**src/rtl/pc_bus_pkg.sv**
```systemverilog
package pc_bus_pkg;

    // Raw bus-side mode codes; the values are the external encoding.
    typedef enum logic [2:0] {
        MODE_CLEAR = 3'd0,
        MODE_LOAD  = 3'd1,
        MODE_DRIVE = 3'd2,
        MODE_IDLE  = 3'd3,
        MODE_STEP  = 3'd4
    } pc_mode_e;

    // Internal register operation after decoding.
    typedef enum logic [1:0] {
        OP_HOLD  = 2'd0,
        OP_CLEAR = 2'd1,
        OP_LOAD  = 2'd2,
        OP_INC   = 2'd3
    } pc_op_e;

    localparam int MODE_W = 3;

endpackage

```
**src/rtl/pc_mode_decode.sv**
```systemverilog
module pc_mode_decode
    import pc_bus_pkg::*;
(
    input  logic [MODE_W-1:0] mode,
    output pc_op_e            op,
    output logic              drive
);

    always_comb begin
        op    = OP_HOLD;
        drive = 1'b0;
        case (pc_mode_e'(mode))
            MODE_CLEAR: op    = OP_CLEAR;
            MODE_LOAD:  op    = OP_LOAD;
            MODE_DRIVE: drive = 1'b1;
            MODE_STEP:  op    = OP_INC;
            default:    op    = OP_HOLD;
        endcase
    end

endmodule

```
**src/rtl/pc_next_calc.sv**
```systemverilog
module pc_next_calc
    import pc_bus_pkg::*;
#(
    parameter int WIDTH = 8
) (
    input  pc_op_e           op,
    input  logic [WIDTH-1:0] cur,
    input  logic [WIDTH-1:0] bus_word,
    output logic [WIDTH-1:0] nxt
);

    localparam logic [WIDTH-1:0] ZERO = '0;
    localparam logic [WIDTH-1:0] ONE  = WIDTH'(1);

    always_comb begin
        case (op)
            OP_CLEAR: nxt = ZERO;
            OP_LOAD:  nxt = bus_word;
            OP_INC:   nxt = cur + ONE;
            default:  nxt = cur;
        endcase
    end

endmodule

```
**src/rtl/pc_bus_counter.sv**
```systemverilog
module pc_bus_counter
    import pc_bus_pkg::*;
#(
    parameter int WIDTH = 8
) (
    input  logic             clk,
    input  logic             rst,
    input  logic [2:0]       mode,
    input  logic [WIDTH-1:0] bus_in,
    output logic [WIDTH-1:0] bus_out,
    output logic             bus_oe
);

    typedef struct packed {
        logic [WIDTH-1:0] count;
    } pc_state_t;

    pc_state_t        state_d;
    pc_state_t        state_q;
    pc_op_e           op;
    logic             drive;
    logic [WIDTH-1:0] count_nx;

    pc_mode_decode u_decode (
        .mode  (mode),
        .op    (op),
        .drive (drive)
    );

    pc_next_calc #(.WIDTH(WIDTH)) u_next (
        .op       (op),
        .cur      (state_q.count),
        .bus_word (bus_in),
        .nxt      (count_nx)
    );

    always_comb begin
        state_d = state_q;
        if (rst) begin
            state_d.count = '0;
        end else begin
            state_d.count = count_nx;
        end
    end

    always_ff @(posedge clk) begin
        state_q <= state_d;
    end

    assign bus_out = state_q.count;
    assign bus_oe  = drive;

endmodule

```
**config.mk**
```make
export PLATFORM = sky130hd
export DESIGN_NAME = pc_bus_counter
export DESIGN_NICKNAME = d
export VERILOG_FILES = /design/src/rtl/pc_bus_pkg.sv /design/src/rtl/pc_mode_decode.sv /design/src/rtl/pc_next_calc.sv /design/src/rtl/pc_bus_counter.sv
export SDC_FILE = /design/constraint.sdc
export NUM_CORES = 1
export LEC_CHECK = 0
export BUFFER_PORTS_ARGS = -buffer_cell sky130_fd_sc_hd__buf_4
export CAP_MARGIN = 40
export CORE_MARGIN = 2
export CORE_UTILIZATION = 40
export CTS_BUF_LIST = sky130_fd_sc_hd__clkbuf_8
export CTS_CLUSTER_DIAMETER = 200
export CTS_CLUSTER_SIZE = 20
export DETAILED_ROUTE_END_ITERATION = 10
export PLACE_DENSITY = 0.68
export SETUP_SLACK_MARGIN = 0.2
export SLEW_MARGIN = 20
export SYNTH_ARGS = -nofsm -noshare
export SYNTH_HDL_FRONTEND = slang
export SYNTH_SLANG_ARGS = --single-unit
```
**constraint.sdc**
```tcl
create_clock -name clk -period 1.4 [get_ports clk]
set_input_delay 0 -clock clk [delete_from_list [all_inputs] [get_ports clk]]
set_output_delay 0 -clock clk [all_outputs]
set_load 0.02 [all_outputs]
```
==> impl_results.md, run 1 <==
- CP max FO: 4
- Via count: 674
- Worst-path cell chain: ha_4, nand3_2, or4_1, a31oi_1
- Synth async-reset ratio: 0
- Initial core utilization: 0.433
- Slew margin rel.: 0.764
- DR pass1 iterations: 4
- CP arrival: 1370 ps
- Fmax: 0.824 GHz
- Gpl congestion: 0.803
- Crit. End Element: flip-flop
- Mapped Cells: 78
- # diodes: 0
- Yosys warning total: 0
- Die extent in y: 44.6 um
- Slew Limit Fails: 0
- Crit Path Class: flip-flop to flip-flop
- Final Skew: 1.59 ps
- Post-Syn Nets: 92
- Proportion of power drawn by the clock network: 0.414
- Fin Setup TNS: 0 ps
- Drc violations: 0
- CP Launch Point: bus_out[1]
- #FFs+latches synth: 8
- Crit path launch type: flip-flop
- NetSw: 0.201 mW
- Drt initial violations: 9
- Core Region: 1520 sq um
- Number of enable flip-flop cells after synthesis: 0
- Die ar.: 1990 sq um
- Post-synth top flop: dfxtp_1
- Status: finished clean
- Max reg flops: 8
- Setup-failing EPs final: 0
- Sequential group share of total power: 0.363
- CP required: 1550 ps
- Sw frac: 0.283
- Final hold vios: 0
- Final worst path period need: 1210 ps
- Period utilisation layout: 0.867
- Internal cell power: 0.508 mW
- Routed Antenna Nets: 0
- I/O Buffers: 21
- Storage cell area: 178 sq um
- FF-to-FF End: bus_out[4]
- FP Rows: 14
- Number of global-route vias before repair: 546
- Area Overhead vs Synth: 35.3%
- Share of cells above drive strength 1: 0.420
- Grt ovf: 0
- CTS sink cnt: 8
- Initial antenna violation count: 0
- Total GRT Usage: 0.178
- Synth Area per Inst: 8.45 sq um
- Combinational share of power: 0.223
- Post-synth cell types: 40
- Crit-path slowest cell: or4_1
- # fillers: 157
- CTS tree: done
- H-tree Lvls: 1
- CTS Hold Bufs: 0
- RSZ-0062 raised after global routing: yes
- Die Width: 44.6 um
- Lkg Pwr: 0.360 nW
- Root Driver: clkbuf_8
- Total of max-cap violations: 0
- Io pins: 22
- Clock buffer depth: 2
- Routed WL per cell: 14.1 um
- Worst reg2reg path depth: 4
- Post-DP HPWL: 1120 um
- R2r setup slk: 190 ps
- Post-layout nets: 115
- Multi-input logic area: 454 sq um
- Hold path depth: 2
- Worst setup endpoint: bus_out[4]
- Largest net degree at the start of global routing: 23
- Worst vdd rail ir drop: 0.000759 V
- Pwr Density: 795 nW/um^2
- Worst Max-Slew Pin Slew: 353 ps
- R2r startpoint: bus_out[1]
- First-pass GRT wire length: 2530 um
- DR vias/cell: 5.81
- Total CTS buffers: 3
- Sequential area share after synthesis: 0.243
- Routed wire length: 1640 um
- Mapped Area: 659 sq um
- Hold slack: 6.91 ps
- Worst min-delay path class: input port to flip-flop
- Worst path max stage delay: 400 ps
- Clock-pin slew on the worst setup and hold paths: 40 ps
- Clk_lat worst skew: 230 ps
## layer usage
| layer | vias up | GRT usage | part of all wire |
|---|---|---|---|
| li1 | 344 | - | - |
| met1 | 313 | 0.215 | 0.46 |
| met5 | - | 0 | 0 |
| met4 | 0 | 0.0182 | 0 |
| met3 | 0 | 0.0857 | 0.065 |
| met2 | 17 | 0.293 | 0.48 |
## worst max-delay path: cells and delay by family, from the launching register on
family,cells,cell delay [ps]
and+or+nand+nor,2,490
DFF,1,360
adders and majority gates,1,150
AOI/OAI and AO/OA,1,130
## per-stage QoR
| step | setup WS (ps) | util | instances | power (mW) | instance area [sq um] |
|---|---|---|---|---|---|
| after floorplan | 165 | - | 78 | 0.361 | 684 |
| after global placement | 179 | 0.517 | 108 | 0.405 | 788 |
| after detailed placement | 137 | 0.517 | 108 | 0.406 | 788 |
| after CTS | 179 | 0.571 | 116 | 0.707 | 870 |
| after global routing | 125 | 0.585 | 116 | 0.744 | 892 |
| final | 186 | 0.585 | 116 | 0.709 | 892 |
## logic make-up after synthesis
group	count (synthesis)	share of synthesized area
AOI/OAI and AO/OA	29	0.290
adders and majority gates	1	0.0190
buffers and inverters	9	0.123
DFF	8	0.243
muxes	1	0.0152
and+or+nand+nor	30	0.309
## cells in the final DEF, fill, tap and decap left out, types with 3 or more instances in the layout
cell type and n:
buf_4 25, nand2_1 7, o21ai_0 7, a21oi_1 6, dfxtp_4 4, inv_1 3
and3b_1 3, clkbuf_8 3
## final cells by class
| cell class | instances | share of cell area |
|---|---|---|
| Timing Repair Buffer | 25 | 0.210 |
| Sequential cell | 8 | 0.199 |
| Clock buffer | 3 | 0.0463 |
| Tap cell | 16 | 0.0224 |
| Inverter | 2 | 0.00842 |
| Multi-Input combinational cell | 61 | 0.509 |
| Clock inverter | 1 | 0.00421 |
## worst min-delay path by stage
| stage | from | end | slack [ps] |
|---|---|---|---|
| 6_report | rst | bus_out[1] | 7 |
| 5_1_grt | rst | bus_out[1] | 5 |
| 4_1_cts | rst | bus_out[1] | 7 |
| 3_5_place_dp | rst | bus_out[0] | 250 |
| 3_3_place_gp | rst | bus_out[0] | 240 |
| 2_1_floorplan | bus_in[4] | bus_out[4] | 150 |
## synth_stat cells, drive strengths merged (2+ instances only)
cell type  instances  area share
a21o               2       0.023
a21oi              6       0.046
and3b              3       0.040
buf                6       0.091
dfxtp              8        0.24
inv                2       0.011
nand2              7       0.040
nand2b             2       0.019
nand3              3       0.023
nor2               2       0.011
nor3b              2       0.023
nor4b              2       0.036
o21a               2       0.023
o21ai              8       0.061
## power by group through the flow
stage | combinational, mW | clock (mW) | sequential, mW
2_1_floorplan | 0.0867 | 0 | 0.275
3_3_place_gp | 0.142 | 0 | 0.263
3_5_place_dp | 0.143 | 0 | 0.264
4_1_cts | 0.154 | 0.294 | 0.258
5_1_grt | 0.171 | 0.314 | 0.259
6_report | 0.158 | 0.294 | 0.257
## timing repair
action                     4_1_cts  5_1_grt
gates cloned                     0        0
setup endpoints to repair        2        3
buffers inserted                 4        0
resized for setup                2        4
hold endpoints to repair         0        0
(Power assumes the default switching activity.)
==> inputs of run 2 (changes only) <==
--- a/config.mk
+++ b/config.mk
@@ -13,6 +13,7 @@
 export CTS_CLUSTER_DIAMETER = 200
 export CTS_CLUSTER_SIZE = 20
 export DETAILED_ROUTE_END_ITERATION = 10
+export GPL_TIMING_DRIVEN = 0
 export PLACE_DENSITY = 0.68
 export SETUP_SLACK_MARGIN = 0.2
 export SLEW_MARGIN = 20
==> run 2 against run 1 <==
Net effect: global-route usage rose by 2.0 points; cell area rose by 11%; non-clock buffer count rose by 7; final cell count rose by 6.0%; clock-buffer cell count did not move; sequential power barely moved; setup slack got worse by 120 ps; sequential share of layout area fell by 1.7 points; via count rose by 6.7%; critical path depth fell by 1; clock skew rose by 3.8 ps; total power rose by 3.9%; critical path type unchanged.
==> impl_results.md, run 2 (synthesis results as in run 1) <==
- Post-DP HPWL: 1240 um (+11%)
- Most frequent cells in the layout: buf_4 (27), nand2_1 (7), o21ai_0 (7), a21oi_1 (6), dfxtp_4 (5)
- Place WS: 128 ps (-8.66 ps)
- Total GRT Usage: 0.198 (+0.0203)
- Die Width: 44.6 um (unchanged)
- Slew margin rel.: 0.700 (-0.0641)
- Hold slack: 0.852 ps (-6.05 ps)
- Final hold vios: 0 (unchanged)
- Clk_lat worst skew: 230 ps (about the same)
- DR vias/cell: 5.85 (+0.61%)
- CTS tree: done
- Routed WL per cell: 15.8 um (+12%)
- Worst vdd rail ir drop: 0.000522 V (-31%)
- Initial antenna violation count: 0 (unchanged)
- Total of max-cap violations: 0 (unchanged)
- Worst Max-Slew Pin Slew: 448 ps (+95.8 ps)
- Total CTS buffers: 3 (unchanged)
- Pwr Density: 745 nW/um^2 (-6.3%)
- CP required: 1490 ps (-60 ps)
- Die extent in y: 44.6 um (unchanged)
- Via count: 719 (+6.7%)
- Number of global-route vias before repair: 664 (+22%)
- Final Skew: 5.35 ps (+3.76 ps)
- PnR worst setup slack: 63.8 ps (-122 ps)
- Setup-failing EPs final: 0 (unchanged)
- Post-route cell area: 990 sq um (+11%)
- Io pins: 22 (unchanged)
- # diodes: 0 (unchanged)
- Clock-pin slew on the worst setup and hold paths: 50 ps (about the same)
- Crit path launch type: flip-flop
- Tot Pwr: 0.737 mW (+3.9%)
- Post-Place Cell Area: 847 sq um (+7.5%)
- Lkg Pwr: 0.405 nW (+13%)
- First-pass GRT wire length: 2950 um (+17%)
- Period utilisation layout: 0.954 (+0.0871)
- Slew Limit Fails: 0 (unchanged)
- CP arrival: 1430 ps (+60 ps)
- Fin Setup TNS: 0 ps (unchanged)
- Post-Layout Cell Count: 123 (+6.0%)
- Post-layout nets: 122 (+6.1%)
- Area Overhead vs Synth: 50.1%
- RSZ-0062 raised after global routing: yes
- Final worst path period need: 1340 ps (+122 ps)
- Clock buffer depth: 2 (unchanged)
- Initial core utilization: 0.433 (unchanged)
- Commonest non-fill, non-tap cell in the layout: buf_4
- Core Region: 1520 sq um (unchanged)
- Gpl congestion: 0.802 (-0.21%)
- Routed Antenna Nets: 0 (unchanged)
- H-tree Lvls: 1 (unchanged)
- Crit. End Element: flip-flop
- I/O Buffers: 19 (-9.5%)
- Root Driver: clkbuf_8
- Share of cells above drive strength 1: 0.486 (+0.0660)
- # fillers: 141 (-10%)
- Die ar.: 1990 sq um (unchanged)
- Largest net degree at the start of global routing: 11 (-52%)
- Routed wire length: 1950 um (+19%)
- FP Rows: 14 (unchanged)
- Fmax: 0.748 GHz (-9.1%)
- CTS sink cnt: 8 (unchanged)
- Post-placement cell count: 113 (+4.6%)
- Status: finished clean
- Fin util: 0.649 (+0.0640)
- Drc violations: 0 (unchanged)
- DR pass1 iterations: 4 (unchanged)
- Worst min-delay path class: input port to flip-flop
- Crit Path Class: flip-flop to flip-flop
- CP max FO: 7 (+3)
- Grt ovf: 0 (unchanged)
- Drt initial violations: 13 (+4)
- Max reg flops: 8 (unchanged)
- CTS Hold Bufs: 0 (unchanged)
## run 2: where the power goes
group          total (mW)  internal (mW)  leakage, nW  switching, mW
clock               0.302          0.192       0.0269          0.110
combinational       0.176         0.0907        0.309         0.0854
sequential          0.259          0.236       0.0695         0.0227
## run 2: final cells by class
cell class	instances	area, sq um	area share
clock buffer	3	41.3	0.0417
timing repair buffer	25	188	0.190
tap	16	20.0	0.0202
inverter	2	7.51	0.00759
sequential	8	180	0.182
buffer	7	73.8	0.0746
multi-input combinational	61	475	0.480
clock inverter	1	3.75	0.00379
## run 2: path summary, 6_finish.rpt
path	start	to	slack [ps]	cells past startpoint
min	rst	bus_out[2]	0.9	2
min reg2reg	bus_out[2]	bus_out[2]	550	2
max reg2reg	bus_out[2]	bus_out[5]	60	3
max	bus_out[2]	bus_out[5]	60	3
## run 2: critical path: stages, from the launching register on
cell and delay [ps]:
dfxtp_4 380, and4_2 240, a2111oi_1 490, a211oi_1 90
## run 2: what timing repair did
item,in CTS,in global routing
setup endpoints to repair,3,4
resized for setup,3,8
setup buffers,3,3
pin swaps,1,6
hold endpoints to repair,0,0
## run 2: routing by layer
layer	vias up	wire length (um)	global-route usage
met5	-	0	0
met4	0	12	0.0545
met3	2	119	0.0449
met2	24	947	0.322
met1	332	868	0.260
li1	361	-	-
